==> config.mk <==
export PLATFORM = sky130hd
export DESIGN_NAME = qwds_seq
export DESIGN_NICKNAME = d
export VERILOG_FILES = /design/src/rtl/qwds_pkg.sv /design/src/rtl/qwds_phase.sv /design/src/rtl/qwds_group.sv /design/src/rtl/qwds_issue_gate.sv /design/src/rtl/qwds_seq.sv
export SDC_FILE = /design/constraint.sdc
export NUM_CORES = 1
export LEC_CHECK = 0
export ABC_AREA = 1
export BUFFER_PORTS_ARGS = -buffer_cell sky130_fd_sc_hd__buf_4
export CELL_PAD_IN_SITES_DETAIL_PLACEMENT = 0
export CELL_PAD_IN_SITES_GLOBAL_PLACEMENT = 1
export CORE_ASPECT_RATIO = 0.8
export CORE_MARGIN = 2
export CORE_UTILIZATION = 27
export DETAILED_ROUTE_END_ITERATION = 12
export GPL_ROUTABILITY_DRIVEN = 0
export GPL_TIMING_DRIVEN = 0
export MAX_ROUTING_LAYER = met4
export PLACE_DENSITY = 0.92
export SLEW_MARGIN = 20
export SYNTH_ARGS = -nofsm -noshare
export SYNTH_HDL_FRONTEND = slang
export SYNTH_SLANG_ARGS = --single-unit
export TNS_END_PERCENT = 5
==> constraint.sdc <==
create_clock -name clk -period 3.9 [get_ports clk]
set_input_delay 0.585 -clock clk [delete_from_list [all_inputs] [get_ports clk]]
set_output_delay 0.585 -clock clk [all_outputs]
set_load 0.01 [all_outputs]
==> src/rtl/qwds_pkg.sv <==
package qwds_pkg;
  typedef enum logic {
    GRP_MAD = 1'b0,
    GRP_SFU = 1'b1
  } grp_e;

  localparam int unsigned NUM_GRP = 2;
endpackage

==> src/rtl/qwds_phase.sv <==
module qwds_phase #(
  parameter int unsigned SLOW_RATIO = 2
) (
  input  logic clk,
  input  logic rst_n,
  output logic slow_edge
);
  localparam int unsigned PH_W = (SLOW_RATIO > 1) ? $clog2(SLOW_RATIO) : 1;
  localparam logic [PH_W-1:0] PH_LAST = PH_W'(SLOW_RATIO - 1);

  logic [PH_W-1:0] ph_q;

  always_ff @(posedge clk) begin
    if (!rst_n) begin
      ph_q <= '0;
    end else if (ph_q == PH_LAST) begin
      ph_q <= '0;
    end else begin
      ph_q <= ph_q + 1'b1;
    end
  end

  assign slow_edge = (ph_q == '0);
endmodule

==> src/rtl/qwds_group.sv <==
module qwds_group #(
  parameter int unsigned WARP_SIZE = 32,
  parameter int unsigned LANES     = 8,
  parameter int unsigned WARP_W    = 5,
  localparam int unsigned QUARTERS = WARP_SIZE / LANES,
  localparam int unsigned Q_W      = (QUARTERS > 1) ? $clog2(QUARTERS) : 1,
  localparam int unsigned TID_W    = (WARP_SIZE > 1) ? $clog2(WARP_SIZE) : 1
) (
  input  logic                   clk,
  input  logic                   rst_n,
  input  logic                   start,
  input  logic [WARP_W-1:0]      start_warp,
  output logic                   avail,
  output logic                   active,
  output logic [Q_W-1:0]         quarter,
  output logic [WARP_W-1:0]      warp,
  output logic [LANES-1:0]       lane_en,
  output logic [LANES*TID_W-1:0] tid
);
  localparam logic [Q_W-1:0] Q_LAST = Q_W'(QUARTERS - 1);

  logic              busy_q;
  logic [Q_W-1:0]    qtr_q;
  logic [WARP_W-1:0] warp_q;

  always_ff @(posedge clk) begin
    if (!rst_n) begin
      busy_q <= 1'b0;
      qtr_q  <= '0;
      warp_q <= '0;
    end else if (start) begin
      busy_q <= 1'b1;
      qtr_q  <= '0;
      warp_q <= start_warp;
    end else if (busy_q) begin
      if (qtr_q == Q_LAST) begin
        busy_q <= 1'b0;
        qtr_q  <= '0;
      end else begin
        qtr_q <= qtr_q + 1'b1;
      end
    end
  end

  // Free for new work when idle, or in the slice that finishes this cycle.
  assign avail   = !busy_q || (qtr_q == Q_LAST);
  assign active  = busy_q;
  assign quarter = qtr_q;
  assign warp    = warp_q;

  for (genvar l = 0; l < LANES; l++) begin : g_lane
    assign lane_en[l] = busy_q;
    assign tid[l*TID_W +: TID_W] =
      busy_q ? TID_W'(int'(qtr_q) * LANES + l) : '0;
  end
endmodule

==> src/rtl/qwds_issue_gate.sv <==
module qwds_issue_gate
  import qwds_pkg::*;
(
  input  logic               rst_n,
  input  logic               slow_edge,
  input  logic               in_valid,
  input  grp_e               in_type,
  input  logic [NUM_GRP-1:0] grp_avail,
  output logic               in_ready,
  output logic [NUM_GRP-1:0] grp_start
);
  assign in_ready = rst_n && slow_edge && grp_avail[in_type];

  for (genvar g = 0; g < NUM_GRP; g++) begin : g_start
    assign grp_start[g] = in_valid && in_ready && (int'(in_type) == g);
  end
endmodule

==> src/rtl/qwds_seq.sv <==
module qwds_seq
  import qwds_pkg::*;
#(
  parameter int unsigned WARP_SIZE  = 32,
  parameter int unsigned LANES      = 8,
  parameter int unsigned WARP_W     = 5,
  parameter int unsigned SLOW_RATIO = 2,
  localparam int unsigned QUARTERS  = WARP_SIZE / LANES,
  localparam int unsigned Q_W       = (QUARTERS > 1) ? $clog2(QUARTERS) : 1,
  localparam int unsigned TID_W     = (WARP_SIZE > 1) ? $clog2(WARP_SIZE) : 1
) (
  input  logic                   clk,
  input  logic                   rst_n,
  input  logic                   issue_valid,
  input  logic                   issue_type,
  input  logic [WARP_W-1:0]      issue_warp,
  output logic                   issue_ready,
  output logic                   slow_edge,
  output logic                   mad_active,
  output logic [Q_W-1:0]         mad_quarter,
  output logic [WARP_W-1:0]      mad_warp,
  output logic [LANES-1:0]       mad_lane_en,
  output logic [LANES*TID_W-1:0] mad_tid,
  output logic                   sfu_active,
  output logic [Q_W-1:0]         sfu_quarter,
  output logic [WARP_W-1:0]      sfu_warp,
  output logic [LANES-1:0]       sfu_lane_en,
  output logic [LANES*TID_W-1:0] sfu_tid
);
  logic [NUM_GRP-1:0]     g_avail;
  logic [NUM_GRP-1:0]     g_start;
  logic [NUM_GRP-1:0]     g_active;
  logic [Q_W-1:0]         g_qtr   [NUM_GRP];
  logic [WARP_W-1:0]      g_warp  [NUM_GRP];
  logic [LANES-1:0]       g_en    [NUM_GRP];
  logic [LANES*TID_W-1:0] g_tid   [NUM_GRP];

  qwds_phase #(.SLOW_RATIO(SLOW_RATIO)) u_phase (
    .clk       (clk),
    .rst_n     (rst_n),
    .slow_edge (slow_edge)
  );

  qwds_issue_gate u_gate (
    .rst_n     (rst_n),
    .slow_edge (slow_edge),
    .in_valid  (issue_valid),
    .in_type   (grp_e'(issue_type)),
    .grp_avail (g_avail),
    .in_ready  (issue_ready),
    .grp_start (g_start)
  );

  for (genvar g = 0; g < NUM_GRP; g++) begin : g_grp
    qwds_group #(
      .WARP_SIZE (WARP_SIZE),
      .LANES     (LANES),
      .WARP_W    (WARP_W)
    ) u_group (
      .clk        (clk),
      .rst_n      (rst_n),
      .start      (g_start[g]),
      .start_warp (issue_warp),
      .avail      (g_avail[g]),
      .active     (g_active[g]),
      .quarter    (g_qtr[g]),
      .warp       (g_warp[g]),
      .lane_en    (g_en[g]),
      .tid        (g_tid[g])
    );
  end

  assign mad_active  = g_active[GRP_MAD];
  assign mad_quarter = g_qtr[GRP_MAD];
  assign mad_warp    = g_warp[GRP_MAD];
  assign mad_lane_en = g_en[GRP_MAD];
  assign mad_tid     = g_tid[GRP_MAD];
  assign sfu_active  = g_active[GRP_SFU];
  assign sfu_quarter = g_qtr[GRP_SFU];
  assign sfu_warp    = g_warp[GRP_SFU];
  assign sfu_lane_en = g_en[GRP_SFU];
  assign sfu_tid     = g_tid[GRP_SFU];
endmodule

==> run metrics, run 1 <==
critical path arrival 1730 ps; vias in the first global route 994; cell area after synthesis 1500 sq um; Antenna Nets Post-Route 0; Least-Margin Pin Slew 844 ps; Die ar. 6160 sq um; IO Count 123; via count 1302; DRC viols 0; Overall Global Routing Usage 9.78%; Core Rows 24; final WL 3.32 mm; most frequent cells in the layout 190 x buf_4, 24 x conb_1, 17 x nor2_1, 17 x dfxtp_1, 15 x inv_1; period utilization 59.3%; setup TNS 0 ps; Clock Power Share 26.6%; Syn. warnings 0; CP Launch Type flop; Inserted Clock Buffers 3; Core ar. 5410 sq um; final setup fails 0; CP required 3310 ps; worst reg2reg path depth 5; crit path to issue_ready; Die Ht 70.6 um; Hold Path Class flop to flop; net switching fraction of the power 27.7%; Root Driver clkbuf_8; commonest non-fill, non-tap cell in the layout buf_4; CP Cell Sequence nand3_1 > nand3_4 > inv_1 > buf_4; Crit-path slowest cell dfxtp_1; part of the power in registers 40.7%; RSZ-0062 raised after global routing false; number of DRC markers in iteration 0 48; placed cell area 2390 sq um; Final nets 328; max cap viols 0; CP bufs+invs 2; Final Cell Area 2440 sq um; RR Endpoint g_grp[1].u_group.quarter[0]; layout cells sized above 1 66.8%; maximum root-to-sink buffer count 2; outcome finished, final reports clean; Seq cells post-synth 17; CTS H-tree depth 1; max incr delay on CP 870 ps; post_cts resized 0; Setup CP Type flop to primary output; Syn Area/Cell 7.80 sq um; Synth Instances 192; Sw Pwr 0.130 mW; Final Core Density 45.1%; clock slew at reported path FFs 60 ps; CP max FO 27; critical path endpoint category primary output; Area Overhead vs Synth 62.8%; WHS 488 ps; Pwr per Cell Area 193 nW/um^2; leakage 1.51 nW; fill count 571; Distinct cells, synth 23; Logic pwr share 32.7%; RR Startpoint g_grp[1].u_group.active; # diodes 0; Sink Count 17; Slew headroom 43.6%; first drt pass iteration count 4; Clock Latency Late Sink 250 ps; CP startpoint g_grp[1].u_group.active; setup slack, reg-to-reg 2180 ps; Slew Limit Fails 0; CTS tree done; GRT overflow 0; antenna violations before repair 0; cell depth of the worst hold path 2; Crit path max-delay family flip-flops; dpl hpwl 2.84 mm; multi-input logic area 468 sq um; PortBufs 97; cell depth of the worst setup path 4; DIE WIDTH 87.3 um; wire per inst 8.71 um; starting density of the core 27.7%; Internal Power 0.341 mW; largest net degree at the start of global routing 28; peak supply drop 0.0919 mV; # hold bufs at CTS 0; Storage cell area 340 sq um; Post-CTS Setup Bufs 0; first-pass GRT wire length 4.66 mm; FMAX 433 MHz; skew final 4.26 ps; DR vias/cell 3.42; Seq/Total Area, Yosys 22.7%; min cycle time layout 2310 ps; Fin. Hold Viols 0
-- per-stage QoR --
stage	power, mW	worst slack [ps]	cells
global route	0.496	1370	381
finish	0.471	1590	381
CTS	0.479	1540	381
detailed placement	0.351	1840	377
global placement	0.349	1850	377
floorplan	0.293	2030	215
-- logic make-up (layout without fill, tap and decap cells) --
kind of cell	after synthesis	in the layout	synth area share, %
mux	2	2	1.34
other cells	1	24	0.250
fa+ha+maj	2	2	1.67
simple gates	50	50	18.5
compound gates	9	9	3.76
buf+inv	111	212	51.8
flops	17	17	22.7
-- cells in the mapped netlist --
| cell | instances | area (sq um) |
|---|---|---|
| inv_2 | 1 | 3.75 |
| nand3_2 | 1 | 10.0 |
| a21oi_1 | 5 | 25.0 |
| nor2_8 | 1 | 20.0 |
| nor3_4 | 1 | 16.3 |
| a21oi_2 | 3 | 26.3 |
| conb_1 | 1 | 3.75 |
| nor2_2 | 6 | 37.5 |
| nand4_2 | 1 | 12.5 |
| nand2_1 | 14 | 52.6 |
| nand3_4 | 1 | 17.5 |
| buf_4 | 93 | 698 |
| nor2_4 | 1 | 11.3 |
| nor2_1 | 17 | 63.8 |
| ha_1 | 2 | 25.0 |
| inv_4 | 1 | 6.26 |
| mux2i_1 | 2 | 20.0 |
| o21ai_0 | 1 | 5.00 |
| nand3_1 | 6 | 30.0 |
| nor3_1 | 1 | 5.00 |
| inv_1 | 15 | 56.3 |
| dfxtp_1 | 17 | 340 |
| buf_6 | 1 | 11.3 |
-- cell type report --
| cell class | count | share of cell area [%] |
|---|---|---|
| Clock buffer | 4 | 1.85 |
| Buffer | 94 | 29.1 |
| Timing Repair Buffer | 97 | 29.9 |
| Sequential cell | 17 | 14.0 |
| Multi-Input combinational cell | 87 | 19.2 |
| Inverter | 17 | 2.72 |
| Tap cell | 65 | 3.34 |
-- worst min-delay path by stage --
stage | to | from | slack [ps]
global placement | g_grp[0].u_group.warp[0] | g_grp[0].u_group.warp[0] | 470
global route | g_grp[0].u_group.warp[1] | g_grp[0].u_group.warp[1] | 530
CTS | g_grp[0].u_group.warp[0] | g_grp[0].u_group.warp[0] | 500
floorplan | g_grp[0].u_group.warp[0] | g_grp[0].u_group.warp[0] | 510
detailed placement | g_grp[0].u_group.warp[1] | g_grp[0].u_group.warp[1] | 480
finish | g_grp[0].u_group.warp[1] | g_grp[0].u_group.warp[1] | 490
-- metal layers --
metal / global-route usage [%] / share of wire (%) / vias up
met2: 16.1 / 49 / 51
li1: - / - / 720
met1: 11.8 / 42 / 529
met4: 3.59 / 1.4 / 0
met3: 1.98 / 7.0 / 2
met5: - / 0 / -
-- worst min-delay path: cells and delay by family (launching register included) --
family / cells / cell delay (ps)
DFF: 1 / 330
and+or+nand+nor: 2 / 130
-- state kept, by name, indices dropped and copies added (netlist names) --
name	count
g_grp.u_group.quarter	4
g_grp.u_group.warp	10
g_grp.u_group.active	2
u_phase.ph_q	1
-- power groups by stage --
stage	logic, mW	registers (mW)	clock network, mW
final	0.154	0.192	0.126
after global routing	0.166	0.193	0.136
after CTS	0.155	0.192	0.132
after detailed placement	0.155	0.196	0
after global placement	0.154	0.195	0
after floorplan	0.0968	0.196	0
(Power assumes the default switching activity.)
==> run 2: changes to the inputs <==
--- a/config.mk
+++ b/config.mk
@@ -11,12 +11,12 @@
 export CELL_PAD_IN_SITES_GLOBAL_PLACEMENT = 1
 export CORE_ASPECT_RATIO = 0.8
 export CORE_MARGIN = 2
-export CORE_UTILIZATION = 27
+export CORE_UTILIZATION = 25
 export DETAILED_ROUTE_END_ITERATION = 12
 export GPL_ROUTABILITY_DRIVEN = 0
 export GPL_TIMING_DRIVEN = 0
 export MAX_ROUTING_LAYER = met4
-export PLACE_DENSITY = 0.92
+export PLACE_DENSITY = 0.86
 export SLEW_MARGIN = 20
 export SYNTH_ARGS = -nofsm -noshare
 export SYNTH_HDL_FRONTEND = slang
==> constraint.sdc (replaced) <==
create_clock -name clk -period 2.3 [get_ports clk]
set_input_delay 0.345 -clock clk [delete_from_list [all_inputs] [get_ports clk]]
set_output_delay 0.345 -clock clk [all_outputs]
set_load 0.01 [all_outputs]
==> run 2 against run 1 <==
  * Setup slack worse by 1400 ps
  * Die area is 7.6% higher
  * Flip-flop and latch count did not move
  * Sequential share of layout area is 0.11 points lower
  * Combinational power rose by 69%
  * Clock skew is 2.8 ps lower
  * Cell count is 4.2% higher
  * Largest power group unchanged
==> run metrics, run 2 (synthesized netlist as in run 1, its figures left out) <==
outcome finished, final reports clean; CTS H-tree depth 1 (unchanged); Clock Latency Late Sink 250 ps (about the same); critical path arrival 1740 ps (about the same); placed cell area 2410 sq um (+0.84%); CP max FO 27 (unchanged); Core ar. 5850 sq um (+8.2%); min cycle time layout 2090 ps; CTS tree done; max cap viols 0 (unchanged); post_cts resized 0 (unchanged); final WL 3.31 mm (-0.45%); Final Cell Area 2460 sq um (+0.82%); Root Driver clkbuf_8; Post-CTS Setup Bufs 0 (unchanged); WHS 393 ps (-95.1 ps); Inserted Clock Buffers 3 (unchanged); CP Cell Sequence nand3_1 > nand3_4 > inv_1 > buf_4; Core Rows 25 (+4.2%); dpl hpwl 2.78 mm (-2.0%); Hold Path Class input pin to flop; Crit path max-delay family flip-flops; max incr delay on CP 860 ps (about the same); RR Endpoint g_grp[1].u_group.warp[4]; Final nets 328 (unchanged); setup TNS 0 ps (unchanged); DR vias/cell 3.24 (-5.2%); GRT overflow 0 (unchanged); fill count 587 (+2.8%); Power, Total 0.810 mW (+72%); CP startpoint g_grp[1].u_group.active; Slew Limit Fails 0 (unchanged); number of DRC markers in iteration 0 26 (-46%); clock slew at reported path FFs 60 ps (about the same); first drt pass iteration count 4 (unchanged); Final Non-Filler Cells 397 (+4.2%); maximum root-to-sink buffer count 2 (unchanged); Sink Count 17 (unchanged); Die Ht 73.2 um (+3.7%); # hold bufs at CTS 0 (unchanged); via count 1286 (-1.2%); CP bufs+invs 2 (unchanged); Die ar. 6630 sq um (+7.6%); FMAX 479 MHz; Crit-path slowest cell dfxtp_1; Overall Global Routing Usage 8.88% (-0.90 points); Slew headroom 44.4% (+0.74 points); worst reg2reg path depth 6 (+1); CP required 1960 ps (-1350 ps); period utilization 90.8%; most frequent cells in the layout 190 x buf_4, 24 x conb_1, 17 x nor2_1, 17 x dfxtp_1, 15 x inv_1; first-pass GRT wire length 4.68 mm (+0.45%); critical path endpoint category primary output; layout cells sized above 1 66.8% (unchanged); Fin. Hold Viols 0 (unchanged); vias in the first global route 1006 (+1.2%); starting density of the core 25.6% (-2.1 points); peak supply drop 0.150 mV (+63%); leakage 1.51 nW (unchanged); PortBufs 97 (unchanged); Setup CP Type flop to primary output; RSZ-0062 raised after global routing false; Pwr per Cell Area 329 nW/um^2 (+70%); antenna violations before repair 0 (unchanged); skew final 1.45 ps (-2.82 ps); Inst Count DP 393 (+4.2%); commonest non-fill, non-tap cell in the layout buf_4; largest net degree at the start of global routing 28 (unchanged); wire per inst 8.32 um (-4.5%); DRC viols 0 (unchanged); final setup fails 0 (unchanged); setup slack, reg-to-reg 620 ps (-1560 ps); Antenna Nets Post-Route 0 (unchanged); Area Overhead vs Synth 64.2%; cell depth of the worst setup path 4 (unchanged); CP Launch Type flop; crit path to issue_ready; DIE WIDTH 90.5 um (+3.7%); IO Count 123 (unchanged); min-delay src rst_n; RR Startpoint g_grp[1].u_group.active; max FFs per register 10 (unchanged); Least-Margin Pin Slew 833 ps (-11.1 ps); # diodes 0 (unchanged)
## run 2: cell counts in the layout (fill, tap and decap cells not counted)
No cell type changed its count.
## run 2: worst reg2reg max path, stage by stage, from the launching register on
cell and delay [ps]:
dfxtp_1 860, nand2_1 190, nand4_2 160, buf_6 170
nor2_2 40, a21oi_2 110, nor2_2 40
## run 2: routing by layer
layer	vias up	global-route usage [%]	wire length [um]
met2	52	13.8	1520
met4	0	2.56	31
met3	2	1.65	236
met5	-	-	0
li1	716	-	-
met1	516	11.9	1520
## run 2: power breakdown
part           switching [mW]  leakage, nW  internal, mW  total [mW]
sequential             0.0192        0.138         0.306       0.325
clock                   0.100       0.0228         0.123       0.223
combinational           0.112         1.35         0.150       0.261
total                   0.231         1.51         0.578       0.810
## run 2: per-stage QoR
stage	setup WS (ps)	util, %
floorplan	671	-
global placement	504	41.3
detailed placement	444	41.3
CTS	158	42.0
global route	6.53	42.0
finish	213	42.0
## run 2: worst min path at each step
stage | slack, ps | cells past startpoint | end
floorplan | 510 | 2 | g_grp[0].u_group.warp[0]
CTS | 390 | 3 | g_grp[0].u_group.warp[3]
detailed placement | 480 | 2 | g_grp[0].u_group.warp[2]
global placement | 470 | 2 | g_grp[0].u_group.warp[4]
finish | 390 | 3 | g_grp[0].u_group.warp[1]
global route | 400 | 3 | g_grp[0].u_group.warp[1]
## run 2: area by class of cell
| cell class | count | area, sq um | area share (%) |
|---|---|---|---|
| tap | 81 | 101 | 4.12 |
| timing repair buffer | 97 | 728 | 29.6 |
| clock buffer | 4 | 45.0 | 1.83 |
| multi-input combinational | 87 | 468 | 19.0 |
| sequential | 17 | 340 | 13.8 |
| buffer | 94 | 709 | 28.9 |
| inverter | 17 | 66.3 | 2.70 |
